[src/rtl/gps_pkg.sv]
package gps_pkg;

    typedef enum logic [1:0] {
        ST_RUN       = 2'd0,
        ST_TRIPPED   = 2'd1,
        ST_COUNTDOWN = 2'd2,
        ST_HOLD      = 2'd3
    } sup_state_e;

endpackage

[src/rtl/gps_trip_blanker.sv]
module gps_trip_blanker #(
    parameter int unsigned BLANK_CYC = 13
) (
    input  logic clk,
    input  logic rst_n,
    input  logic trip_i,
    output logic trip_valid_o
);

    generate
        if (BLANK_CYC == 0) begin : g_noblank
            assign trip_valid_o = trip_i;
        end else begin : g_blank
            localparam int unsigned CW = $clog2(BLANK_CYC + 1);
            localparam logic [CW-1:0] LIMIT = CW'(BLANK_CYC);

            logic [CW-1:0] run_q;

            // Count consecutive high samples, saturating at the window length.
            always_ff @(posedge clk or negedge rst_n) begin
                if (!rst_n) begin
                    run_q <= '0;
                end else if (!trip_i) begin
                    run_q <= '0;
                end else if (run_q != LIMIT) begin
                    run_q <= run_q + 1'b1;
                end
            end

            assign trip_valid_o = (run_q == LIMIT);
        end
    endgenerate

endmodule

[src/rtl/gps_clear_timer.sv]
module gps_clear_timer #(
    parameter int unsigned CLR_CYC = 165000
) (
    input  logic clk,
    input  logic rst_n,
    input  logic hold_i,
    output logic done_o
);

    localparam int unsigned TW = $clog2(CLR_CYC + 1);
    localparam logic [TW-1:0] LIMIT = TW'(CLR_CYC);

    logic [TW-1:0] cnt_q;

    // Held at zero outside the countdown; runs up and saturates once inside it.
    always_ff @(posedge clk or negedge rst_n) begin
        if (!rst_n) begin
            cnt_q <= '0;
        end else if (hold_i) begin
            cnt_q <= '0;
        end else if (cnt_q != LIMIT) begin
            cnt_q <= cnt_q + 1'b1;
        end
    end

    assign done_o = (cnt_q == LIMIT);

endmodule

[src/rtl/gate_prot_supervisor.sv]
module gate_prot_supervisor
    import gps_pkg::*;
#(
    parameter int unsigned BLANK_CYC = 13,
    parameter int unsigned CLR_CYC   = 165000
) (
    input  logic clk,
    input  logic rst_n,
    input  logic trip_i,
    input  logic enable_i,
    input  logic uv_lo_i,
    input  logic uv_hi_i,
    input  logic latch_mode_i,
    input  logic user_clr_i,
    output logic kill_all_o,
    output logic kill_hi_o,
    output logic fault_n_o,
    output logic fault_oe_o
);

    sup_state_e state_q;
    sup_state_e state_d;
    logic       trip_valid;
    logic       tmr_done;
    logic       tmr_hold;
    logic       clr_ok;
    logic       fault;

    gps_trip_blanker #(
        .BLANK_CYC (BLANK_CYC)
    ) u_blank (
        .clk          (clk),
        .rst_n        (rst_n),
        .trip_i       (trip_i),
        .trip_valid_o (trip_valid)
    );

    assign tmr_hold = (state_q != ST_COUNTDOWN);

    gps_clear_timer #(
        .CLR_CYC (CLR_CYC)
    ) u_timer (
        .clk    (clk),
        .rst_n  (rst_n),
        .hold_i (tmr_hold),
        .done_o (tmr_done)
    );

    assign clr_ok = user_clr_i && !trip_i;

    // State register
    always_ff @(posedge clk or negedge rst_n) begin
        if (!rst_n) begin
            state_q <= ST_RUN;
        end else begin
            state_q <= state_d;
        end
    end

    // Next-state logic
    always_comb begin
        state_d = state_q;
        unique case (state_q)
            ST_RUN: begin
                if (trip_valid) state_d = ST_TRIPPED;
            end
            ST_TRIPPED: begin
                if (!trip_i) state_d = latch_mode_i ? ST_HOLD : ST_COUNTDOWN;
            end
            ST_COUNTDOWN: begin
                if (trip_valid)        state_d = ST_TRIPPED;
                else if (clr_ok)       state_d = ST_RUN;
                else if (latch_mode_i) state_d = ST_HOLD;
                else if (tmr_done)     state_d = ST_RUN;
            end
            ST_HOLD: begin
                if (trip_valid)         state_d = ST_TRIPPED;
                else if (clr_ok)        state_d = ST_RUN;
                else if (!latch_mode_i) state_d = ST_COUNTDOWN;
            end
            default: state_d = ST_RUN;
        endcase
    end

    // Outputs: trip fault and low-side undervoltage raise the fault;
    // enable and high-side undervoltage only add shutdown terms.
    always_comb begin
        fault      = (state_q != ST_RUN) || uv_lo_i;
        kill_all_o = fault || !enable_i;
        kill_hi_o  = kill_all_o || uv_hi_i;
        fault_n_o  = !fault;
        fault_oe_o = fault;
    end

endmodule

[config.mk]
export PLATFORM = sky130hd
export DESIGN_NAME = gate_prot_supervisor
export DESIGN_NICKNAME = d
export VERILOG_FILES = /design/src/rtl/gps_pkg.sv /design/src/rtl/gps_trip_blanker.sv /design/src/rtl/gps_clear_timer.sv /design/src/rtl/gate_prot_supervisor.sv
export SDC_FILE = /design/constraint.sdc
export NUM_CORES = 1
export LEC_CHECK = 0
export BUFFER_PORTS_ARGS = -buffer_cell sky130_fd_sc_hd__buf_2
export CORE_MARGIN = 4
export CORE_UTILIZATION = 35
export CTS_CLUSTER_DIAMETER = 40
export DETAILED_ROUTE_END_ITERATION = 10
export HOLD_SLACK_MARGIN = 0.06
export PLACE_DENSITY = 0.62
export SLEW_MARGIN = 25
export SYNTH_ARGS = -nofsm -noshare
export SYNTH_HDL_FRONTEND = slang
export SYNTH_SLANG_ARGS = --single-unit
[constraint.sdc]
create_clock -name clk -period 1.9 [get_ports clk]
set_input_delay 0.095 -clock clk [delete_from_list [all_inputs] [get_ports clk]]
set_output_delay 0.095 -clock clk [all_outputs]
set_load 0.01 [all_outputs]
==> results.ini, run 1 <==
[route]
ant_nets = 0
viasPerCell = 5.38
dr.pass1.iters = 4
drc = 0
drt_iter0_markers = 65
routed_wl_um = 2830
vias = 1092
wire_per_inst_um = 14.0

[finish]
drive_gt1_share_pct = 14.8
syn_to_final_growth_pct = 10.9
final_nets = 169
multiInputGateArea_um2 = 729
fillers = 380
antenna_cells = 0
seqCellArea_um2 = 601

[global_route]
grt.met3_usage_pct = 3.55
met1_usage_pct = 16.6
grt.total_usage_pct = 12.9
grtUsageMet2_pct = 21.0
antenna_found_initial = 0
grt_max_degree = 25
grt.overflow.total = 0
grt_busiest_layer = met2
grt_pass1_wl_um = 5220
grt_pass1_vias = 1118

[sta]
period_share_pct = 85.5
rsz0062_at_grt = false
setup_viol = 0
hold_violations = 0
setup_tns_ns = 0
worst_slew_pin_slew_ns = 0.548
fmax_ghz = 0.616
skew_ns = 0.00578
max-slew-margin-rel_pct = 63.5
maxSlewViolCount = 0
period_minus_slack_ns = 1.62

[worst_setup_path]
cp.required_ns = 1.80
cp.arrival_ns = 1.53
crit_start = state_q[1]
path_class = flip-flop to output port
crit_path_end_kind = output port
start_kind = flip-flop
rrSetupSlack_ns = 0.28
r2r-start = u_timer.cnt_q[6]
crit_fanout = 7

[power_and_ir_drop]
power_frac_comb_pct = 25.1
p_clk_share_pct = 24.1
seq_power_share_pct = 50.8
p_total_mw = 1.21
p_sw_share_pct = 33.3
peakVddDrop_v = 0.000446
intPower_mw = 0.808
leakage_nw = 0.663
power_density_nw_per_um2 = 791
netSwitchingPower_mw = 0.403

[min_path]
hp-start = trip_i
hp-class = input pin to flip-flop

[status]
status = finished, final reports clean

[placed_design]
hpwl_um = 2140
place_congestion = 0.846
port_buffers = 11

[logic_synthesis]
yosys_warnings = 0
yosysMostFrequentCell = dfrtp_1
syn-num-nets = 156
synth.avg_cell_area_um2 = 9.58
yosys.area.top_type = dfrtp_1
synth-edff-count = 0
syn-cell-area_um2 = 1380
synth.yosys.seq_area_share_pct = 43.5
synthCells = 144
synthTopCellsByCount = dfrtp_1, nor2_1, nand2_1, nand3_1, xor2_1
synth_top_flop_cell = dfrtp_1
synth_area_leaders = dfrtp_1, xor2_1, nor2_1
synth-seq-cells = 24
synthArstFlopShare_pct = 100
synth_top_area_share_pct = 43.5
netlist-cell-type-count = 40

[clock_tree]
cts_tree = done
clkTransAtPathRegs_ns = 0.07
insertion_delay_ns = 0.26
cts_buffer_depth = 2
post_cts_resized = 0
clkSinkCount = 24
cts_root_buffer = clkbuf_8
postCtsHoldBufs = 1
htreeDepth = 1
cts_buffers = 3
post_cts_buffers = 0

[die]
num_io_pins = 12
rows = 22
die_area_um2 = 5010
dieHeight_um = 70.8
start_util_pct = 36.9
die-width_um = 70.8
coreArea_um2 = 3740

[flow_run]
maxCapViolCount = 0

-- metal layers --
layer / part of all wire, % / wire [um]
met1: 45 / 1260
met4: 1.7 / 48
met2: 50 / 1410
met5: 0 / 0
met3: 4.0 / 113
-- kinds of logic after synthesis --
logic type | count (synthesis) | share of synthesized area (%)
AO/OA/AOI/OAI | 22 | 10.2
XOR/XNOR | 12 | 7.62
adder cells (fa/ha/maj) | 4 | 3.63
buffers and inverters | 12 | 3.63
flip-flops | 24 | 43.5
AND/OR/NAND/NOR | 70 | 31.4
-- worst max-delay path, stage by stage (launching register included) --
cell and delay, ns:
dfrtp_1 0.44, nor3_1 0.31, nand2_1 0.10, or2_2 0.27, buf_2 0.14
-- power by group through the flow --
stage,combinational (mW),sequential (mW),clock [mW]
after floorplan,0.211,0.609,0
after global placement,0.293,0.619,0
after detailed placement,0.305,0.626,0
after CTS,0.308,0.615,0.309
after global routing,0.351,0.626,0.335
final,0.304,0.615,0.292
-- sequential cells by signal, indices dropped and copies added, names as in the netlist --
register and cells:
u_timer.cnt_q 18, u_blank.g_blank.run_q 4, state_q 2
-- stage by stage --
stage | utilization (%) | area (um^2) | setup slack [ns] | hold WS (ns) | std cells
final | 40.9 | 1530 | 0.276 | 0.107 | 203
after global routing | 40.9 | 1530 | 0.0774 | 0.104 | 203
after CTS | 40.9 | 1530 | 0.247 | 0.0980 | 203
after detailed placement | 39.5 | 1480 | 0.273 | 0.118 | 199
after global placement | 39.5 | 1480 | 0.386 | 0.106 | 199
after floorplan | - | 1380 | 0.465 | -0.201 | 144
-- path summary, 6_finish.rpt --
path                       depth (start not counted)                       end
hold / removal                                     2  u_blank.g_blank.run_q[1]
max in group asynchronous                          2  u_blank.g_blank.run_q[0]
setup / recovery                                   4                 kill_hi_o
setup reg to reg                                   4          u_timer.cnt_q[2]
hold reg to reg                                    1  u_blank.g_blank.run_q[2]
min in group asynchronous                          2         u_timer.cnt_q[15]
-- cell usage in the layout, fill, tap and decap left out, types with 5 or more instances in the layout --
cell and n:
o21ai_0 6, inv_1 7, nor2_1 17, xor2_1 8, nand4_1 5, buf_2 11, nand3_1 9, a21oi_1 5
nand2_1 9, dfrtp_1 24
-- layout make-up --
cell class              instances  share of cell area [%]
clock buffers                   3                    2.70
repair buffers                 13                    4.74
multi-input cells             108                    47.7
flip-flops and latches         24                    39.2
inverters                       7                    1.72
well taps                      48                    3.92
No activity file was read; power rests on OpenSTA's default activity.
==> run 2: changes to the inputs <==
--- a/config.mk
+++ b/config.mk
@@ -12,6 +12,7 @@
 export DETAILED_ROUTE_END_ITERATION = 10
 export HOLD_SLACK_MARGIN = 0.06
 export PLACE_DENSITY = 0.62
+export RECOVER_POWER = 50
 export SLEW_MARGIN = 25
 export SYNTH_ARGS = -nofsm -noshare
 export SYNTH_HDL_FRONTEND = slang
==> results.ini, run 2 (synthesis results as in run 1) <==
[clock_tree]
htreeDepth = 1
post_cts_resized = 0
cts_root_buffer = clkbuf_8
clkTransAtPathRegs_ns = 0.07
cts_buffer_depth = 2
cts_buffers = 3
clkSinkCount = 24
cts_tree = done
insertion_delay_ns = 0.26

[sta]
maxSlewViolCount = 0
fmax_ghz = 0.616
skew_ns = 0.00578
hold_violations = 0
rsz0062_at_grt = false
setup_viol = 0
max-slew-margin-rel_pct = 12.6
period_share_pct = 85.5
period_minus_slack_ns = 1.62
worst_slew_pin_slew_ns = 1.31
setup_tns_ns = 0

[power_and_ir_drop]
peakVddDrop_v = 0.000446
power_density_nw_per_um2 = 792
leakage_nw = 0.660

[worst_setup_path]
crit_fanout = 7
path_class = flip-flop to output port
cp.required_ns = 1.80
start_kind = flip-flop
crit_start = state_q[1]
cp.arrival_ns = 1.53
r2r-start = u_timer.cnt_q[6]
crit_path_end_kind = output port

[finish]
top_regs = u_timer.cnt_q (18), u_blank.g_blank.run_q (4), state_q (2)
syn_to_final_growth_pct = 10.8
drive_gt1_share_pct = 14.2
top_register = u_timer.cnt_q
layout_commonest_cell = dfrtp_1
finalNonFillerCells = 203
layout.cells.most_common_list = dfrtp_1, nor2_1, buf_2
largest_reg_flops = 18
antenna_cells = 0
final_nets = 169

[route]
viasPerCell = 5.38
vias = 1092
ant_nets = 0
routed_wl_um = 2830
drt_iter0_markers = 65
dr.pass1.iters = 4
wire_per_inst_um = 14.0
drc = 0

[min_path]
hp-class = input pin to flip-flop
hp-start = trip_i

[global_route]
grt_max_degree = 25
grt_pass1_vias = 1118
grt.overflow.total = 0
antenna_found_initial = 0
grt.total_usage_pct = 12.9
grt_pass1_wl_um = 5220

[die]
die_area_um2 = 5010
rows = 22
coreArea_um2 = 3740
die-width_um = 70.8
num_io_pins = 12
dieHeight_um = 70.8
start_util_pct = 36.9

[placed_design]
dp.cells = 199
place_congestion = 0.846
port_buffers = 11
hpwl_um = 2140

[flow_run]
maxCapViolCount = 0

[status]
status = finished, final reports clean

[run 2: cell types whose count changed in the layout (fill, tap and decap cells not counted)]
cell / change
clkbuf_1: +1
buf_2: -1
[run 2: where the power goes]
| group | internal [mW] | total [mW] | switching (mW) |
|---|---|---|---|
| Combinational | 0.113 | 0.303 | 0.190 |
| Sequential | 0.553 | 0.615 | 0.0621 |
| Clock | 0.142 | 0.292 | 0.150 |
[run 2: layer usage]
| metal | wire (um) | track usage [%] | up-vias |
|---|---|---|---|
| met1 | 1260 | 16.6 | 531 |
| met2 | 1410 | 21.0 | 19 |
| met5 | 0 | 0 | - |
| met4 | 48 | 4.38 | 0 |
| li1 | - | - | 536 |
| met3 | 113 | 3.55 | 6 |
[run 2: through the flow]
step	worst slack [ns]	util [%]	power (mW)	instance area, um^2	hold slack (ns)
CTS	0.247	40.9	1.23	1530	0.0980
detailed placement	0.273	39.5	0.931	1480	0.118
finish	0.276	40.8	1.21	1530	0.107
floorplan	0.465	-	0.819	1380	-0.201
global route	0.0774	40.8	1.31	1530	0.104
global placement	0.386	39.5	0.912	1480	0.106
[run 2: worst max-delay path, cell delays in order, from the launching register on]
cell	delay, ns
dfrtp_1	0.44
nor3_1	0.31
nand2_1	0.10
or2_2	0.27
buf_2	0.14
[run 2: path summary, 6_finish.rpt]
check	end	depth (start not counted)	slack (ns)
worst max-delay path	kill_hi_o	4	0.28
worst min-delay path	u_blank.g_blank.run_q[1]	2	0.11
worst max register to register	u_timer.cnt_q[2]	4	0.28
worst min register to register	u_blank.g_blank.run_q[2]	1	0.53
max in group asynchronous	u_blank.g_blank.run_q[0]	2	0.48
min in group asynchronous	u_timer.cnt_q[15]	2	0.64
[run 2: area by class of cell]
cell class,count,area [um^2]
flip-flops and latches,24,601
well taps,48,60.1
fillers,381,2210
inverters,7,26.3
repair buffers,13,71.3
clock buffers,3,41.3
multi-input cells,108,729
[run 2: what timing repair did]
action                    CTS  global route
hold buffers                1             0
buffers inserted            0             0
hold endpoints to repair   24             0
